[src/rtl/igs_pkg.sv]
package igs_pkg;

   localparam int IDX_W = 2;

   typedef enum logic [1:0] {
      OP_G = 2'b00,
      OP_C = 2'b01,
      OP_P = 2'b10,
      OP_Q = 2'b11
   } op_kind_e;

   typedef enum logic [2:0] {
      K_NONE,
      K_G1,
      K_G2,
      K_C,
      K_P1,
      K_P2,
      K_Q1,
      K_Q2
   } word_kind_e;

   typedef struct packed {
      logic             illegal;
      logic             pair;
      logic [1:0]       len;
      logic             g1_vld;
      logic [IDX_W-1:0] g1_idx;
      logic             g2_vld;
      logic [IDX_W-1:0] g2_idx;
      logic             c_vld;
      logic [IDX_W-1:0] c_idx;
   } grp_res_t;

endpackage

[src/rtl/igs_word_class.sv]
module igs_word_class
   import igs_pkg::*;
#(
   parameter int TYPE_W = 2
) (
   input  logic              present,
   input  logic [TYPE_W-1:0] op,
   input  logic              gsel,
   output word_kind_e        kind
);

   always_comb begin
      kind = K_NONE;
      if (present) begin
         unique case (op_kind_e'(op))
            OP_G: kind = gsel ? K_G2 : K_G1;
            OP_C: kind = K_C;
            OP_P: kind = gsel ? K_P2 : K_P1;
            OP_Q: kind = gsel ? K_Q2 : K_Q1;
            default: kind = K_NONE;
         endcase
      end
   end

endmodule

[src/rtl/igs_group_find.sv]
module igs_group_find
   import igs_pkg::*;
(
   input  word_kind_e k0,
   input  word_kind_e k1,
   input  word_kind_e k2,
   output grp_res_t   res
);

   always_comb begin
      res     = '0;
      res.len = 2'd1;
      unique case (k0)
         K_G1: begin
            res.g1_vld = 1'b1;
            res.g1_idx = 2'd0;
            if (k1 == K_G2) begin
               res.g2_vld = 1'b1;
               res.g2_idx = 2'd1;
               res.len    = 2'd2;
               if (k2 == K_C) begin
                  res.c_vld = 1'b1;
                  res.c_idx = 2'd2;
                  res.len   = 2'd3;
               end
            end else if (k1 == K_C) begin
               res.c_vld = 1'b1;
               res.c_idx = 2'd1;
               res.len   = 2'd2;
            end
         end
         K_G2: begin
            res.g2_vld = 1'b1;
            res.g2_idx = 2'd0;
            if (k1 == K_C) begin
               res.c_vld = 1'b1;
               res.c_idx = 2'd1;
               res.len   = 2'd2;
            end
         end
         K_C: begin
            res.c_vld = 1'b1;
            res.c_idx = 2'd0;
         end
         K_P1, K_P2: begin
            if ((k0 == K_P1 && k1 == K_Q2) || (k0 == K_P2 && k1 == K_Q1)) begin
               res.pair   = 1'b1;
               res.g1_vld = 1'b1;
               res.g2_vld = 1'b1;
               res.g1_idx = (k0 == K_P1) ? 2'd0 : 2'd1;
               res.g2_idx = (k0 == K_P1) ? 2'd1 : 2'd0;
               res.len    = 2'd2;
               if (k2 == K_C) begin
                  res.c_vld = 1'b1;
                  res.c_idx = 2'd2;
                  res.len   = 2'd3;
               end
            end else begin
               res.illegal = 1'b1;
            end
         end
         default: res.illegal = 1'b1;
      endcase
   end

endmodule

[src/rtl/igs_out_stage.sv]
module igs_out_stage #(
   parameter int DW        = 13,
   parameter bit FULL_THRU = 1'b1
) (
   input  logic          clk,
   input  logic          rst_n,
   input  logic          in_valid,
   output logic          in_ready,
   input  logic [DW-1:0] in_data,
   output logic          out_valid,
   input  logic          out_ready,
   output logic [DW-1:0] out_data
);

   generate
      if (FULL_THRU) begin : g_full
         assign in_ready = !out_valid || out_ready;
      end else begin : g_half
         assign in_ready = !out_valid;
      end
   endgenerate

   wire take = in_valid && in_ready;

   always_ff @(posedge clk) begin
      if (!rst_n) begin
         out_valid <= 1'b0;
         out_data  <= '0;
      end else begin
         if (take) begin
            out_valid <= 1'b1;
            out_data  <= in_data;
         end else if (out_ready) begin
            out_valid <= 1'b0;
         end
      end
   end

endmodule

[src/rtl/issue_group_sorter.sv]
module issue_group_sorter
   import igs_pkg::*;
#(
   parameter int WIN_WORDS = 3,
   parameter int TYPE_W    = 2,
   parameter bit FULL_THRU = 1'b1,
   localparam int CNT_W    = $clog2(WIN_WORDS + 1),
   localparam int OP_W     = WIN_WORDS * TYPE_W
) (
   input  logic             clk,
   input  logic             rst_n,
   input  logic             in_valid,
   output logic             in_ready,
   input  logic [CNT_W-1:0] win_cnt,
   input  logic [OP_W-1:0]  win_op,
   input  logic [WIN_WORDS-1:0] win_gsel,
   output logic             out_valid,
   input  logic             out_ready,
   output logic             grp_illegal,
   output logic             grp_pair,
   output logic [1:0]       grp_len,
   output logic             g1_vld,
   output logic [IDX_W-1:0] g1_idx,
   output logic             g2_vld,
   output logic [IDX_W-1:0] g2_idx,
   output logic             c_vld,
   output logic [IDX_W-1:0] c_idx
);

   localparam int RES_W = $bits(grp_res_t);

   generate
      if (WIN_WORDS != 3) begin : g_bad_win
         $error("issue_group_sorter: window must hold exactly three words");
      end
      if (TYPE_W != 2) begin : g_bad_type
         $error("issue_group_sorter: word kind field must be two bits");
      end
   endgenerate

   word_kind_e kinds [WIN_WORDS];

   for (genvar i = 0; i < WIN_WORDS; i++) begin : g_word
      logic present;
      assign present = (win_cnt > CNT_W'(i));
      igs_word_class #(.TYPE_W(TYPE_W)) u_class (
         .present (present),
         .op      (win_op[i*TYPE_W +: TYPE_W]),
         .gsel    (win_gsel[i]),
         .kind    (kinds[i])
      );
   end

   grp_res_t comb_res;
   grp_res_t held_res;

   igs_group_find u_find (
      .k0  (kinds[0]),
      .k1  (kinds[1]),
      .k2  (kinds[2]),
      .res (comb_res)
   );

   logic [RES_W-1:0] held_bits;

   igs_out_stage #(.DW(RES_W), .FULL_THRU(FULL_THRU)) u_stage (
      .clk       (clk),
      .rst_n     (rst_n),
      .in_valid  (in_valid),
      .in_ready  (in_ready),
      .in_data   (comb_res),
      .out_valid (out_valid),
      .out_ready (out_ready),
      .out_data  (held_bits)
   );

   assign held_res    = grp_res_t'(held_bits);
   assign grp_illegal = held_res.illegal;
   assign grp_pair    = held_res.pair;
   assign grp_len     = held_res.len;
   assign g1_vld      = held_res.g1_vld;
   assign g1_idx      = held_res.g1_idx;
   assign g2_vld      = held_res.g2_vld;
   assign g2_idx      = held_res.g2_idx;
   assign c_vld       = held_res.c_vld;
   assign c_idx       = held_res.c_idx;

endmodule

[config.mk]
export PLATFORM = sky130hd
export DESIGN_NAME = issue_group_sorter
export DESIGN_NICKNAME = d
export VERILOG_FILES = /design/src/rtl/igs_pkg.sv /design/src/rtl/igs_word_class.sv /design/src/rtl/igs_group_find.sv /design/src/rtl/igs_out_stage.sv /design/src/rtl/issue_group_sorter.sv
export SDC_FILE = /design/constraint.sdc
export NUM_CORES = 1
export LEC_CHECK = 0
export ABC_AREA = 1
export CORE_AREA = 2 2 43 65
export CTS_CLUSTER_DIAMETER = 200
export CTS_CLUSTER_SIZE = 16
export DETAILED_ROUTE_END_ITERATION = 7
export DIE_AREA = 0 0 45 67
export PLACE_DENSITY = 0.76
export SLEW_MARGIN = 20
export SYNTH_ARGS = -nofsm -noshare
export SYNTH_HDL_FRONTEND = slang
export SYNTH_HIERARCHICAL = 1
export SYNTH_SLANG_ARGS = --single-unit
[constraint.sdc]
create_clock -name clk -period 1.8 [get_ports clk]
set_input_delay 0.18 -clock clk [delete_from_list [all_inputs] [get_ports clk]]
set_output_delay 0.18 -clock clk [all_outputs]
set_load 0.005 [all_outputs]
==> summary.txt <==
Fin Clk Skew - 0.00237 ns
CP Max Fanout - 5
Clk Latency, worst-skew pair - 0.27 ns
final hold slack - 0.484 ns
Starting Density - 46.6%
filler instances - 245
YS warnings - 6
placed instance area - 1440 sq um
#FFs+latches synth - 14
CP Depth - 15
Setup Fix Bufs, Post-CTS - 0
Max Cap Violations - 0
clock buffer count from CTS - 3
Post-synth top cells - 41 x inv_1, 37 x nand2_1, 19 x nor2_1
DP Wirelength - 1890 um
layout cells sized above 1 - 20.3%
Area Overhead vs Synth - 31.1%
post-place setup slack - -0.154 ns
DIE AREA - 3020 sq um
first-pass GRT wire length - 4160 um
Clock Path Buffers - 2
Tot GR Track Use - 18.6%
DR pass1 iterations - 4
global route overflow - 0
Crit. End Element - register
Die Y - 67 um
Slew Limit Fails - 0
final core occ - 61.2%
async set-reset flop share out of synthesis - 0%
Critical Path Start - win_cnt[1]
maximum VDD drop - 0.258 mV
cell with the most instances after synthesis - inv_1
LEAKAGE - 0.814 nW
RR Startpoint - u_stage/out_valid$_SDFFE_PN0P_
core area - 2420 sq um
antenna diode count - 0
total power draw - 787 uW
Final setup viols - 0
Yosys top cell by area - dfxtp_1
EDFF count, synth - 0
top area cells in the synthesized netlist - dfxtp_1 25%, inv_1 14%, nand2_1 12%
DRC Markers - 0
vias per inst - 4.72
TritonCTS clock tree - yes
Post-Layout Inst Area - 1480 sq um
root buffer cell - clkbuf_4
startpoint types - primary input
vias in the first global route - 1,067
crit path cell chain - clkdlybuf4s50_1 > inv_1 > nand2_1 > a21boi_2 > inv_2 > nand2_4 > nor2_1 > nand2_2 > nand3_2 > inv_2 > nand2_1 > inv_1 > nand3_2 > nand2_1 > nor2_1
final hold vios - 0
Num Clock Sinks - 14
Worst EP required - 1.97 ns
Iteration-0 DRC Markers - 25
sequential share of the synthesized area - 24.8%
post-synth top area share - 24.8%
Final period util - 90.1%
Routed WL - 2380 um
highest-delay cell along the critical path - clkdlybuf4s50_1
post-synth cell types - 18
# IOs - 30
IO Port Bufs - 29
CP arrival - 1.79 ns
antenna violations before repair - 0
die width - 45 um
Mapped Avg Cell Area - 6.17 sq um
Core Rows - 22
cell count after synthesis - 183
Post-DRT Antenna Nets - 0
reg2reg setup slack - 0.74 ns
Top delay family on crit path - buffers and inverters
Final min period - 1.62 ns
Synth Flop Type - dfxtp_1
hold crit path type - register to register
Mapped Area - 1130 sq um
outcome - complete, no violations
Nets - 234
CP bufs+invs - 5
largest net degree at the start of global routing - 28
Worst-path clk slew - 0.08 ns
detailed-route wire length per cell - 9.87 um
Max H-tree Level - 1
crit path kind - primary input to register
slack of the critical path - 0.177 ns
vias - 1,137
fmax - 0.616 GHz
Worst R2R End - u_stage/out_data[2]$_SDFFE_PN0P_
CP endpoint - u_stage/out_data[5]$_SDFFE_PN0P_
routability cong. - 0.858
R2R cell count - 5
Worst path most repeated cell - nand2_1
slowest stage delay, CP - 0.47 ns
PwrDens - 531 nW/um^2
## layer usage
layer	part of all wire (%)	GRT usage [%]	wire, um
met5	0	0	0
met4	1.1	9.56	27
met3	2.3	1.90	55
met2	60	36.3	1430
met1	36	17.8	862
## report_power, final
| group | switching, mW | internal, mW |
|---|---|---|
| clock | 0.0939 | 0.0775 |
| sequential | 0.0125 | 0.332 |
| combinational | 0.133 | 0.138 |
## cell type report
class / instances / area (sq um) / area share, %
multi-input cells: 116 / 614 / 41.5
repair buffers: 39 / 365 / 24.7
flip-flops and latches: 14 / 280 / 18.9
inverters: 45 / 169 / 11.4
well taps: 24 / 30.0 / 2.03
clock buffers: 3 / 22.5 / 1.52
## worst min-delay path by stage
stage	endpoint	slack (ns)	startpoint	depth (start not counted)
5_1_grt	u_stage/out_data[10]$_SDFFE_PN0P_	0.52	u_stage/out_data[10]$_SDFFE_PN0P_	2
4_1_cts	u_stage/out_data[10]$_SDFFE_PN0P_	0.49	u_stage/out_data[10]$_SDFFE_PN0P_	2
3_3_place_gp	u_stage/out_data[5]$_SDFFE_PN0P_	0.46	u_stage/out_data[5]$_SDFFE_PN0P_	2
3_5_place_dp	u_stage/out_data[3]$_SDFFE_PN0P_	0.47	u_stage/out_data[3]$_SDFFE_PN0P_	2
6_report	u_stage/out_data[3]$_SDFFE_PN0P_	0.48	u_stage/out_data[3]$_SDFFE_PN0P_	2
2_1_floorplan	u_stage/out_data[10]$_SDFFE_PN0P_	0.30	rst_n	2
## timing repair
item                       in CTS  in global routing
setup endpoints to repair       0                  8
hold buffers                    0                  0
resized for setup               0                  3
## cells in the final DEF, fill, tap and decap left out
cell             count
inv_1               41
nand2_1             37
clkdlybuf4s50_1     29
nor2_1              19
nand3_1             17
dfxtp_1             14
a21oi_1             11
buf_4               10
nand2_2              7
nand3_2              7
nor2_2               5
inv_2                4
clkbuf_4             3
a21boi_1             3
a21oi_2              3
nand2_4              2
conb_1               2
a21boi_2             1
nor2_4               1
nand3_4              1
## stage by stage
stage / instances / setup TNS, ns
after global placement: 238 / -0.909
final: 241 / 0
after detailed placement: 238 / -1.21
after global routing: 241 / -0.108
after floorplan: 184 / 0
after CTS: 241 / 0
## worst reg2reg max path, stage by stage (launching register included)
cell	delay, ns
dfxtp_1	0.34
nand2_4	0.07
buf_4	0.29
nand3_1	0.12
nand2_1	0.08
nor2_1	0.05
## cell families (layout without fill, tap and decap cells)
logic type             count (synthesis)  in the layout  synth area share, %
AOI/OAI and AO/OA                     18             18                 9.86
DFF                                   14             14                 24.8
buffers and inverters                 54             87                 22.6
other                                  1              2                0.332
and+or+nand+nor                       96             96                 42.4
## registers in the layout, summed over array words and instances, names as in the netlist
register           flops
u_stage/out_data      13
u_stage/out_valid      1
(Power assumes the default switching activity.)
